==> src/rtl/rxwb_pkg.sv <==
package rxwb_pkg;

  typedef enum logic [3:0] {
    S_RD_ST,   // issue read of status halfword
    S_RD_PL,   // issue read of pointer low half
    S_CHK,     // status arrives: test ownership
    S_GET_PL,  // pointer low arrives
    S_GET_PH,  // pointer high arrives
    S_READY,   // descriptor cached, waiting for a frame
    S_RECV,    // storing frame bytes
    S_WB_LEN,  // write length halfword
    S_WB_ST    // write status halfword, release descriptor
  } rx_state_e;

  localparam int ST_OWN  = 15;
  localparam int ST_OK   = 14;
  localparam int ST_PHY  = 11;
  localparam int ST_DRIB = 10;
  localparam int ST_OVF  = 9;
  localparam int ST_LONG = 8;
  localparam int ST_RUNT = 7;
  localparam int ST_CRC  = 6;

  typedef struct packed {
    logic bcast;
    logic mcast;
    logic hash_hit;
    logic mid_hit;
    logic [1:0] mid_idx;
  } rx_class_t;

  typedef struct packed {
    logic phy_err;
    logic dribble;
    logic crc_err;
  } rx_err_t;

endpackage

==> src/rtl/rxwb_cfg.sv <==
module rxwb_cfg #(
  parameter int AW        = 32,
  parameter int BSZ_W     = 16,
  parameter int BUF_RESET = 1536,
  parameter logic [7:0] OFS_BUFSZ   = 8'h18,
  parameter logic [7:0] OFS_BASE_LO = 8'h34,
  parameter logic [7:0] OFS_BASE_HI = 8'h38
) (
  input  logic             clk,
  input  logic             rst,
  input  logic             cfg_we,
  input  logic [7:0]       cfg_addr,
  input  logic [15:0]      cfg_wdata,
  output logic [AW-1:0]    ring_base,
  output logic [BSZ_W-1:0] buf_size,
  output logic             rebase
);
  logic [31:0] base_q;

  always_ff @(posedge clk) begin
    if (rst) begin
      base_q   <= '0;
      buf_size <= BSZ_W'(BUF_RESET);
      rebase   <= 1'b0;
    end else begin
      rebase <= 1'b0;
      if (cfg_we) begin
        if (cfg_addr == OFS_BUFSZ)   buf_size <= BSZ_W'(cfg_wdata);
        if (cfg_addr == OFS_BASE_LO) begin base_q[15:0]  <= cfg_wdata; rebase <= 1'b1; end
        if (cfg_addr == OFS_BASE_HI) begin base_q[31:16] <= cfg_wdata; rebase <= 1'b1; end
      end
    end
  end

  assign ring_base = base_q[AW-1:0];
endmodule

==> src/rtl/rxwb_status.sv <==
module rxwb_status
  import rxwb_pkg::*;
#(
  parameter int LEN_W     = 12,
  parameter int BSZ_W     = 16,
  parameter int MAX_FRAME = 1518,
  parameter int MIN_FRAME = 64
) (
  input  logic [LEN_W-1:0] len,
  input  logic [BSZ_W-1:0] buf_size,
  input  rx_err_t          err,
  input  rx_class_t        cls,
  output logic [15:0]      status_word,
  output logic             frame_ok
);
  logic ovf, too_long, runt;

  always_comb begin
    ovf      = BSZ_W'(len) > buf_size;
    too_long = int'(len) > MAX_FRAME;
    runt     = int'(len) < MIN_FRAME;
    frame_ok = !(err.phy_err || err.dribble || err.crc_err || ovf || too_long || runt);
    status_word          = '0;
    status_word[ST_OK]   = frame_ok;
    status_word[ST_PHY]  = err.phy_err;
    status_word[ST_DRIB] = err.dribble;
    status_word[ST_OVF]  = ovf;
    status_word[ST_LONG] = too_long;
    status_word[ST_RUNT] = runt;
    status_word[ST_CRC]  = err.crc_err;
    if (frame_ok) status_word[5:0] = cls;
  end
endmodule

==> src/rtl/rxwb_events.sv <==
module rxwb_events #(
  parameter int CNT_W = 16,
  parameter int IRQ_N = 2
) (
  input  logic             clk,
  input  logic             rst,
  input  logic [IRQ_N-1:0] irq_set,
  input  logic [IRQ_N-1:0] irq_clear,
  input  logic             good_pulse,
  output logic [IRQ_N-1:0] irq_status,
  output logic [CNT_W-1:0] good_count
);
  always_ff @(posedge clk) begin
    if (rst) begin
      irq_status <= '0;
      good_count <= '0;
    end else begin
      irq_status <= (irq_status & ~irq_clear) | irq_set;
      if (good_pulse) good_count <= good_count + 1'b1;
    end
  end

  a_r9_done_sticky: assert property (@(posedge clk) disable iff (rst)
    (irq_status[0] && !irq_clear[0]) |=> irq_status[0]);

  a_r10_count_step: assert property (@(posedge clk) disable iff (rst)
    (good_count != $past(good_count)) |-> (good_count == $past(good_count) + CNT_W'(1)));
endmodule

==> src/rtl/rxwb_engine.sv <==
module rxwb_engine
  import rxwb_pkg::*;
#(
  parameter int AW         = 32,
  parameter int RING       = 4,
  parameter int DESC_BYTES = 32,
  parameter int LEN_W      = 12,
  parameter int BSZ_W      = 16,
  parameter int CNT_W      = 16,
  parameter int BUF_RESET  = 1536,
  parameter int MAX_FRAME  = 1518,
  parameter int MIN_FRAME  = 64
) (
  input  logic             clk,
  input  logic             rst,
  input  logic             cfg_we,
  input  logic [7:0]       cfg_addr,
  input  logic [15:0]      cfg_wdata,
  input  logic             rx_valid,
  input  logic [7:0]       rx_data,
  input  logic             rx_last,
  input  logic             rx_phy_err,
  input  logic             rx_dribble,
  input  logic             rx_crc_err,
  input  logic             rx_bcast,
  input  logic             rx_mcast,
  input  logic             rx_hash_hit,
  input  logic             rx_mid_hit,
  input  logic [1:0]       rx_mid_idx,
  output logic             mem_we,
  output logic [AW-1:0]    mem_addr,
  output logic [15:0]      mem_wdata,
  output logic [1:0]       mem_wbe,
  output logic             mem_re,
  output logic [AW-1:0]    mem_raddr,
  input  logic [15:0]      mem_rdata,
  output logic [1:0]       irq_status,
  input  logic [1:0]       irq_clear,
  output logic [CNT_W-1:0] rx_good_count
);
  localparam int IDX_W      = (RING > 1) ? $clog2(RING) : 1;
  localparam int DESC_SHIFT = $clog2(DESC_BYTES);

  rx_state_e        state;
  logic [IDX_W-1:0] idx;
  logic [31:0]      buf_ptr;
  logic [LEN_W-1:0] cnt;
  logic             mid_frame;
  rx_err_t          err_q;
  rx_class_t        cls_q;
  logic             nodesc_p, done_p, good_p;

  logic [AW-1:0]    ring_base;
  logic [BSZ_W-1:0] buf_size;
  logic             rebase;
  logic [AW-1:0]    desc_addr;
  logic [15:0]      status_word;
  logic             frame_ok;

  logic             start, accept_start, take_byte, byte_store;
  logic [LEN_W-1:0] byte_off;
  logic [AW-1:0]    byte_addr;

  rxwb_cfg #(.AW(AW), .BSZ_W(BSZ_W), .BUF_RESET(BUF_RESET)) u_cfg (
    .clk(clk), .rst(rst), .cfg_we(cfg_we), .cfg_addr(cfg_addr), .cfg_wdata(cfg_wdata),
    .ring_base(ring_base), .buf_size(buf_size), .rebase(rebase)
  );

  rxwb_status #(.LEN_W(LEN_W), .BSZ_W(BSZ_W), .MAX_FRAME(MAX_FRAME), .MIN_FRAME(MIN_FRAME)) u_status (
    .len(cnt), .buf_size(buf_size), .err(err_q), .cls(cls_q),
    .status_word(status_word), .frame_ok(frame_ok)
  );

  rxwb_events #(.CNT_W(CNT_W), .IRQ_N(2)) u_events (
    .clk(clk), .rst(rst), .irq_set({nodesc_p, done_p}), .irq_clear(irq_clear),
    .good_pulse(good_p), .irq_status(irq_status), .good_count(rx_good_count)
  );

  always_comb begin
    desc_addr    = ring_base + (AW'(idx) << DESC_SHIFT);
    start        = rx_valid && !mid_frame;
    accept_start = start && (state == S_READY);
    take_byte    = accept_start || (rx_valid && state == S_RECV);
    byte_off     = (state == S_READY) ? '0 : cnt;
    byte_store   = take_byte && (BSZ_W'(byte_off) < buf_size);
    byte_addr    = buf_ptr[AW-1:0] + AW'(byte_off);
  end

  always_ff @(posedge clk) begin
    if (rst) begin
      state     <= S_RD_ST;
      idx       <= '0;
      buf_ptr   <= '0;
      cnt       <= '0;
      mid_frame <= 1'b0;
      err_q     <= '0;
      cls_q     <= '0;
      nodesc_p  <= 1'b0;
      done_p    <= 1'b0;
      good_p    <= 1'b0;
      mem_we    <= 1'b0;
      mem_addr  <= '0;
      mem_wdata <= '0;
      mem_wbe   <= '0;
      mem_re    <= 1'b0;
      mem_raddr <= '0;
    end else begin
      mem_we   <= 1'b0;
      mem_re   <= 1'b0;
      nodesc_p <= 1'b0;
      done_p   <= 1'b0;
      good_p   <= 1'b0;
      if (rx_valid) mid_frame <= !rx_last;
      if (start && state != S_READY) nodesc_p <= 1'b1;

      case (state)
        S_RD_ST: begin
          mem_re    <= 1'b1;
          mem_raddr <= desc_addr;
          state     <= S_RD_PL;
        end
        S_RD_PL: begin
          mem_re    <= 1'b1;
          mem_raddr <= desc_addr + AW'(4);
          state     <= S_CHK;
        end
        S_CHK: begin
          if (mem_rdata[ST_OWN]) begin
            mem_re    <= 1'b1;
            mem_raddr <= desc_addr + AW'(6);
            state     <= S_GET_PL;
          end else begin
            state <= S_RD_ST;
          end
        end
        S_GET_PL: begin
          buf_ptr[15:0] <= mem_rdata;
          state         <= S_GET_PH;
        end
        S_GET_PH: begin
          buf_ptr[31:16] <= mem_rdata;
          state          <= S_READY;
        end
        S_WB_LEN: begin
          mem_we    <= 1'b1;
          mem_addr  <= desc_addr + AW'(2);
          mem_wdata <= 16'(cnt);
          mem_wbe   <= 2'b11;
          state     <= S_WB_ST;
        end
        S_WB_ST: begin
          mem_we    <= 1'b1;
          mem_addr  <= desc_addr;
          mem_wdata <= status_word;
          mem_wbe   <= 2'b11;
          done_p    <= 1'b1;
          good_p    <= frame_ok;
          idx       <= (int'(idx) == RING - 1) ? '0 : idx + 1'b1;
          state     <= S_RD_ST;
        end
        default: ;
      endcase

      if (take_byte) begin
        if (accept_start)  cnt <= LEN_W'(1);
        else if (cnt != '1) cnt <= cnt + 1'b1;
        if (byte_store) begin
          mem_we    <= 1'b1;
          mem_addr  <= byte_addr;
          mem_wdata <= {rx_data, rx_data};
          mem_wbe   <= byte_addr[0] ? 2'b10 : 2'b01;
        end
        if (rx_last) begin
          err_q <= '{phy_err: rx_phy_err, dribble: rx_dribble, crc_err: rx_crc_err};
          cls_q <= '{bcast: rx_bcast, mcast: rx_mcast, hash_hit: rx_hash_hit,
                     mid_hit: rx_mid_hit, mid_idx: rx_mid_idx};
          state <= S_WB_LEN;
        end else begin
          state <= S_RECV;
        end
      end

      if (rebase && state != S_RECV && state != S_WB_LEN && state != S_WB_ST) begin
        idx   <= '0;
        state <= S_RD_ST;
      end
    end
  end

  a_r1_owned_fetch: assert property (@(posedge clk) disable iff (rst)
    (state == S_GET_PL) |-> $past(mem_rdata[ST_OWN]));

  a_r1_no_rw_clash: assert property (@(posedge clk) disable iff (rst)
    !(mem_we && mem_re));

  a_r5_store_in_buffer: assert property (@(posedge clk) disable iff (rst)
    (mem_we && mem_wbe != 2'b11) |-> ((mem_addr - buf_ptr[AW-1:0]) < AW'(buf_size)));

  a_r4_status_after_len: assert property (@(posedge clk) disable iff (rst)
    (state == S_WB_ST) |-> (mem_we && mem_wbe == 2'b11 && mem_addr == desc_addr + AW'(2)));
endmodule

==> config.mk <==
export PLATFORM = sky130hd
export DESIGN_NAME = rxwb_engine
export DESIGN_NICKNAME = d
export VERILOG_FILES = /design/src/rtl/rxwb_pkg.sv /design/src/rtl/rxwb_cfg.sv /design/src/rtl/rxwb_status.sv /design/src/rtl/rxwb_events.sv /design/src/rtl/rxwb_engine.sv
export SDC_FILE = /design/constraint.sdc
export NUM_CORES = 1
export LEC_CHECK = 0
export BUFFER_PORTS_ARGS = -buffer_cell sky130_fd_sc_hd__buf_2
export CELL_PAD_IN_SITES_DETAIL_PLACEMENT = 2
export CELL_PAD_IN_SITES_GLOBAL_PLACEMENT = 2
export CORE_MARGIN = 2
export CORE_UTILIZATION = 37
export CTS_CLUSTER_SIZE = 12
export DETAILED_ROUTE_END_ITERATION = 10
export PLACE_DENSITY = 0.87
export SYNTH_ARGS = -nofsm -noshare
export SYNTH_HDL_FRONTEND = slang
export SYNTH_SLANG_ARGS = --single-unit
==> constraint.sdc <==
create_clock -name clk -period 5.7 [get_ports clk]
set_input_delay 0.285 -clock clk [delete_from_list [all_inputs] [get_ports clk]]
set_output_delay 0.285 -clock clk [all_outputs]
set_load 0.05 [all_outputs]
==> flow_summary.yaml, run 1 <==
cells_and_area:
  final_util_pct: 44.0
  areaGrowthSynthToFinish_pct: 17.7
  mostFrequentLayoutCells: "dfxtp_1, nand2_1, nor2_1"
  multiInputGateArea_mm2: 0.00735
  fillCellCount: 3714
  fin_cells: 2096
  seq_area_mm2: 0.00428
  final_area_mm2: 0.0142
  final_common_cell: "dfxtp_1"
  nNetsFinal: 1745
  drive_gt1_share_pct: 14.5
yosys:
  yosys.area_share.simple_pct: 25.3
  yosys_warnings: 0
  synth_area_mm2: 0.0121
  postSynthCellCount: 1511
  synthAdderAreaFrac_pct: 4.99
  syn_area_per_cell_um2: 8.00
  synth-compound-area-share_pct: 17.3
  yosys.area_share.xor_xnor_pct: 7.67
  synth_cell_types: 75
  ys_seq_area_share_pct: 35.4
  synth_top_family_by_area: "simple AND/OR/NAND/NOR gates"
  synth_edf_count: 0
  synth_mux_area_share_pct: 5.30
  synth_seq_cells: 214
  mappedNetlistNets: 1622
  ys.flop_type: "dfxtp_1"
  ys_async_sr_fraction_pct: 0
sta:
  slew_headroom_pct: 16.3
  hold_ws_ns: 0.0163
  clock_skew_ns: 0.0324
  worst_pin_slew_ns: 1.25
  final.setup.tns_ns: 0
  setup_viol: 0
  finalHoldViolCount: 0
  max_freq_mhz: 232
  finalCritPeriodShare_pct: 75.7
  finalCriticalPeriod_ns: 4.32
  rsz0062_at_grt: "no"
  setup_slack_ns: 1.38
  drv_slew: 0
global_routing:
  grt_antenna_before_repair: 1
  grt_max_degree: 106
  first_global_vias: 13200
  grt_pass1_wl_um: 77100
  grtUsageTotal_pct: 29.2
  grt.overflow.total: 0
floorplan:
  core_region_area_mm2: 0.0324
  die_h_um: 185
  initial_core_util_pct: 37.3
  rows: 66
  die-area_mm2: 0.0341
  io_pins: 166
  die_width_um: 185
place:
  place_area_mm2: 0.0132
  place_ws_ns: 1.55
  port_buffers: 165
  dp_hpwl_um: 36500
  placed_cells: 2038
  finalWeightedCongestion: 0.868
power_and_ir_drop:
  p_leak_nw: 5.97
  power.density_mw_per_mm2: 251
  ir_worst_vdd_mv: 0.186
  totalPowerFinal_mw: 3.57
clock_network:
  clk_pin_slew_ns: 0.06
  cts_tree: "built"
  cts_buffers: 26
  clk_latency_ns: 0.56
  cts_sinks: 214
  cts_buffer_depth: 3
  clock-root-buffer: "clkbuf_16"
  post_cts_buffers: 0
  cts_max_level: 1
worst_setup_path:
  cp_slowest_cell: "o22ai_4"
  end_kind: "register"
  crit_chain: "and4bb_2 -> nor2b_1 -> ha_1 -> nand2_1 -> nor2_1 -> o311ai_0 -> a21oi_1 -> o22ai_4 -> buf_4 -> a221oi_1 -> o32ai_1"
  cp-start-kind: "register"
  max_stage_delay_ns: 0.93
  critPathKind: "register to register"
  worstPathRequired_ns: 6.13
  crit_fanout: 38
  cp.arrival_ns: 4.74
detailed_routing:
  wire_per_inst_um: 24.0
  first_pass_iters: 4
  drt_iter0_drc: 857
  drcViolationCount: 0
  detail-route-antenna-nets: 0
  num_vias: 12300
  wl_um: 50300
  drt-vias-per-instance: 5.87
status:
  status: "finished, final reports clean"
hold_path:
  hold_class: "input pin to register"
flow_run:
  cap_violations: 0
-- layout make-up --
class                      count  share of cell area (%)
clock inverter                10                    1.01
sequential                   214                    30.1
tap                          442                    3.89
antenna                        1                  0.0176
multi-input combinational   1172                    51.7
timing repair buffer         189                    7.29
inverter                      31                   0.818
clock buffer                  37                    5.21
-- synthesized netlist by cell type, types with 3 or more instances --
| master | number | area share, % |
|---|---|---|
| dfxtp_1 | 214 | 35 |
| nand2_1 | 209 | 6.5 |
| nor2_1 | 170 | 5.3 |
| a21oi_1 | 118 | 4.9 |
| clkbuf_1 | 75 | 2.3 |
| mux2i_1 | 64 | 5.3 |
| nand3_1 | 53 | 2.2 |
| xnor2_1 | 52 | 3.8 |
| xor2_1 | 52 | 3.8 |
| o21ai_0 | 49 | 2.0 |
| ha_1 | 45 | 4.7 |
| and3_1 | 30 | 1.6 |
| inv_1 | 30 | 0.93 |
| nand4_1 | 29 | 1.5 |
| nor3_1 | 29 | 1.2 |
| a221oi_1 | 28 | 2.0 |
| a211oi_1 | 27 | 1.7 |
| nor2b_1 | 21 | 1.1 |
| a31oi_1 | 15 | 0.78 |
| and4_1 | 13 | 0.94 |
| and2_1 | 12 | 0.62 |
| nor4_1 | 11 | 0.57 |
| or3_1 | 11 | 0.57 |
| a311oi_1 | 10 | 0.72 |
| buf_1 | 9 | 0.28 |
| o211ai_1 | 9 | 0.56 |
| buf_2 | 8 | 0.33 |
| a22oi_1 | 7 | 0.43 |
| o21a_1 | 7 | 0.43 |
| o21bai_1 | 7 | 0.43 |
| a21o_1 | 6 | 0.37 |
| nand3b_1 | 6 | 0.37 |
| o31ai_1 | 6 | 0.37 |
| nand4b_1 | 5 | 0.36 |
| or4_1 | 5 | 0.31 |
| nand2b_1 | 4 | 0.21 |
| nor3b_1 | 4 | 0.25 |
| o221ai_1 | 4 | 0.29 |
| o22ai_1 | 4 | 0.21 |
| nor4b_1 | 3 | 0.22 |
| o311ai_0 | 3 | 0.22 |
| or2_2 | 3 | 0.16 |
-- cells by family after synthesis --
kind of cell,count (synthesis)
compound gates,322
xor+xnor,105
fa+ha+maj,47
buf+inv,125
flops,214
mux,64
simple gates,634
-- metal layers --
| layer | routed length, µm | track usage, % | vias to the layer above |
|---|---|---|---|
| met5 | 0 | 0 | - |
| met4 | 2630 | 15.0 | 0 |
| met2 | 24500 | 50.7 | 352 |
| met3 | 2270 | 4.11 | 137 |
| met1 | 20800 | 34.9 | 6164 |
| li1 | - | - | 5651 |
-- path summary, 6_finish.rpt --
check                  to  depth (start not counted)          from  slack (ns)
max          mem_addr[27]                         11      state[1]        1.38
min           buf_ptr[16]                          3  mem_rdata[0]        0.02
max reg2reg  mem_addr[27]                         11      state[1]        1.38
min reg2reg  mem_raddr[9]                          2  mem_raddr[9]        0.45
-- registers in the layout, indices dropped and copies added, names as in the netlist, 12 cells and up --
signal               cells
mem_addr                32
u_cfg.buf_size          16
mem_raddr               32
u_events.good_count     16
buf_ptr                 32
cnt                     12
mem_wdata               16
u_cfg.ring_base         32
-- report_power, final --
part	leakage, nW	switching (mW)	internal (mW)	total, mW
clock	0.437	0.693	1.04	1.73
combinational	3.81	0.207	0.0788	0.286
sequential	1.73	0.0313	1.52	1.55
-- timing repair --
item / 4_1_cts / 5_1_grt
hold buffers: 10 / 0
gates resized for setup: 0 / 0
setup endpoints to repair: 0 / 0
hold endpoints to repair: 10 / 0
-- worst max-delay path: cells and delay by family, from the launching register on --
family                   cells  cell delay, ns
flip-flops                   1            0.60
AND/OR/NAND/NOR              4            0.88
AO/OA/AOI/OAI                5            1.96
buffers and inverters        1            0.40
adder cells (fa/ha/maj)      1            0.32
Power figures use the tool's default switching activity.
==> inputs of run 2 (changes only) <==
--- a/config.mk
+++ b/config.mk
@@ -5,14 +5,15 @@
 export SDC_FILE = /design/constraint.sdc
 export NUM_CORES = 1
 export LEC_CHECK = 0
+export ABC_AREA = 1
 export BUFFER_PORTS_ARGS = -buffer_cell sky130_fd_sc_hd__buf_2
 export CELL_PAD_IN_SITES_DETAIL_PLACEMENT = 2
 export CELL_PAD_IN_SITES_GLOBAL_PLACEMENT = 2
 export CORE_MARGIN = 2
-export CORE_UTILIZATION = 37
+export CORE_UTILIZATION = 29
 export CTS_CLUSTER_SIZE = 12
 export DETAILED_ROUTE_END_ITERATION = 10
-export PLACE_DENSITY = 0.87
+export PLACE_DENSITY = 0.78
 export SYNTH_ARGS = -nofsm -noshare
 export SYNTH_HDL_FRONTEND = slang
 export SYNTH_SLANG_ARGS = --single-unit
==> constraint.sdc (replaced) <==
create_clock -name clk -period 3.86 [get_ports clk]
set_input_delay 0.193 -clock clk [delete_from_list [all_inputs] [get_ports clk]]
set_output_delay 0.193 -clock clk [all_outputs]
set_load 0.05 [all_outputs]
==> flow_summary.yaml, run 2 <==
sta:
  finalHoldViolCount: 0
  setup_viol: 0
  slew_headroom_pct: 35.4
  clock_skew_ns: 0.0319
  max_freq_mhz: 293
  finalCritPeriodShare_pct: 88.3
  drv_slew: 0
  finalCriticalPeriod_ns: 3.41
  final.setup.tns_ns: 0
  worst_pin_slew_ns: 0.966
  rsz0062_at_grt: "no"
cells_and_area:
  fillCellCount: 5346
  final_common_cell: "nand2_1"
  seq_area_mm2: 0.00428
  nNetsFinal: 2303
  multiInputGateArea_mm2: 0.00753
  mostFrequentLayoutCells: "nand2_1, nor2_1, inv_1"
  drive_gt1_share_pct: 14.5
  final_area_mm2: 0.0159
  n_antenna_cell: 0
  areaGrowthSynthToFinish_pct: 22.4
detailed_routing:
  wl_um: 61800
  detail-route-antenna-nets: 0
  drcViolationCount: 0
  drt-vias-per-instance: 5.21
  wire_per_inst_um: 22.0
  first_pass_iters: 5
  drt_iter0_drc: 731
  num_vias: 14600
yosys:
  postSynthCellCount: 1992
  synth_area_mm2: 0.0130
  ys.flop_type: "dfxtp_1"
  ys_async_sr_fraction_pct: 0
  synthTopCellsByCount: "nand2_1, nor2_1, inv_1"
  yosys_warnings: 0
  synth_edf_count: 0
  yosys.area.top_type_share_pct: 33.0
  yosys.area.top_type: "dfxtp_1"
  synth_cell_types: 50
  ys_seq_area_share_pct: 33.0
  synth_seq_cells: 214
  mappedNetlistNets: 2103
  yosysMostFrequentCell: "nand2_1"
  yosys-top-cells-area: "dfxtp_1, nand2_1, o21ai_0"
  syn_area_per_cell_um2: 6.52
clock_network:
  clock-root-buffer: "clkbuf_16"
  cts_max_level: 1
  cts_buffers: 26
  clk_latency_ns: 0.58
  cts_buffer_depth: 3
  clk_pin_slew_ns: 0.06
  cts_sinks: 214
  cts_tree: "built"
global_routing:
  grt_antenna_before_repair: 0
  grtUsageTotal_pct: 26.5
  grt.overflow.total: 0
  grt_max_degree: 72
  first_global_vias: 16100
  grt_pass1_wl_um: 95800
place:
  port_buffers: 165
  finalWeightedCongestion: 0.919
  dp_hpwl_um: 46800
  place_area_mm2: 0.0145
worst_setup_path:
  cp.arrival_ns: 3.90
  worstPathRequired_ns: 4.35
  crit_fanout: 12
  cp-start-kind: "register"
  worst_r2r_path_depth: 20
  critPathKind: "register to register"
  end_kind: "register"
power_and_ir_drop:
  ir_worst_vdd_mv: 0.355
  p_leak_nw: 6.76
  power.density_mw_per_mm2: 430
floorplan:
  rows: 77
  die_h_um: 216
  die_width_um: 216
  initial_core_util_pct: 29.4
  die-area_mm2: 0.0465
  io_pins: 166
  core_region_area_mm2: 0.0442
hold_path:
  hold_depth: 3
  hold_class: "input pin to register"
status:
  status: "finished, final reports clean"
flow_run:
  cap_violations: 0
## run 2: changes by cell type after synthesis, sizes merged, moves of 24 or more
| cell | previous run | this run |
|---|---|---|
| mux2i | 64 | 1 |
| nand3 | 53 | 120 |
| and3 | 30 | 1 |
| nand2 | 209 | 408 |
| xnor2 | 52 | 10 |
| nor2 | 171 | 310 |
| xor2 | 53 | 18 |
| o21ai | 49 | 228 |
| a21oi | 118 | 172 |
| clkbuf | 76 | 52 |
| inv | 30 | 240 |
## run 2: metal layers
layer / vias up / share of wire, % / global-route usage (%)
li1: 6989 / - / -
met1: 7230 / 45 / 33.4
met2: 284 / 47 / 45.1
met3: 117 / 3.7 / 3.17
met4: 0 / 4.6 / 11.9
met5: - / 0 / 0
## run 2: worst paths after layout
path	to	from	slack, ns
max	mem_addr[23]	state[2]	0.45
min	u_cfg.ring_base[24]	cfg_wdata[8]	0.003
max reg2reg	mem_addr[23]	state[2]	0.45
min reg2reg	u_events.irq_status[0]	done_p	0.45
## run 2: logic make-up (layout without fill, tap and decap cells)
| logic type | Yosys count | count (layout) | share of synthesized area (%) |
|---|---|---|---|
| and+or+nand+nor | 915 | 915 | 31.2 |
| AOI/OAI and AO/OA | 477 | 477 | 20.0 |
| buffers and inverters | 310 | 530 | 9.17 |
| DFF | 214 | 214 | 33.0 |
| adders and majority gates | 47 | 47 | 4.64 |
| xor gates and xnor gates | 28 | 28 | 1.95 |
| muxes | 1 | 1 | 0.0771 |
## run 2: report_power, final
group | internal, mW | switching (mW) | leakage [nW]
clock | 1.58 | 1.05 | 0.430
combinational | 0.433 | 1.22 | 4.60
sequential | 2.39 | 0.151 | 1.73
## run 2: stage by stage
step / instances / total power [mW] / hold WS (ns) / utilization, % / setup WS (ns)
floorplan: 1992 / 3.58 / 0.283 / - / 0.920
global placement: 2704 / 4.13 / 0.428 / 32.7 / 0.590
detailed placement: 2704 / 4.18 / 0.441 / 32.7 / 0.455
CTS: 2802 / 6.85 / 0.00818 / 35.9 / 0.389
global route: 2804 / 7.14 / 0.0261 / 35.9 / 0.0458
finish: 2804 / 6.84 / 0.00322 / 35.9 / 0.450
## run 2: final cells by class
class,instances,share of cell area [%]
clock inverter,7,0.748
tap,592,4.66
timing repair buffer,239,9.56
multi-input combinational,1468,47.4
sequential,214,27.0
inverter,243,5.78
clock buffer,41,4.90
## run 2: repair_timing
action	in CTS	in global routing
endpoints found under the setup margin	0	12
setup buffers	0	2
resized for setup	0	2
hold buffers	50	0
endpoints found under the hold margin	80	0
## run 2: critical path, cell delays in order (launching register included)
cell	delay, ns
dfxtp_1	0.42
inv_1	0.08
nor2_1	0.20
nand2_1	0.17
clkinvlp_4	0.22
buf_4	0.15
nor2_1	0.06
ha_1	0.41
nand2_1	0.08
nor2_1	0.09
nand2_1	0.06
nand2_1	0.16
a21oi_1	0.09
inv_1	0.10
nand2_1	0.07
o21ai_0	0.26
nand2_1	0.19
nor2_1	0.17
xor2_1	0.16
nor2_1	0.06
nor2_1	0.13
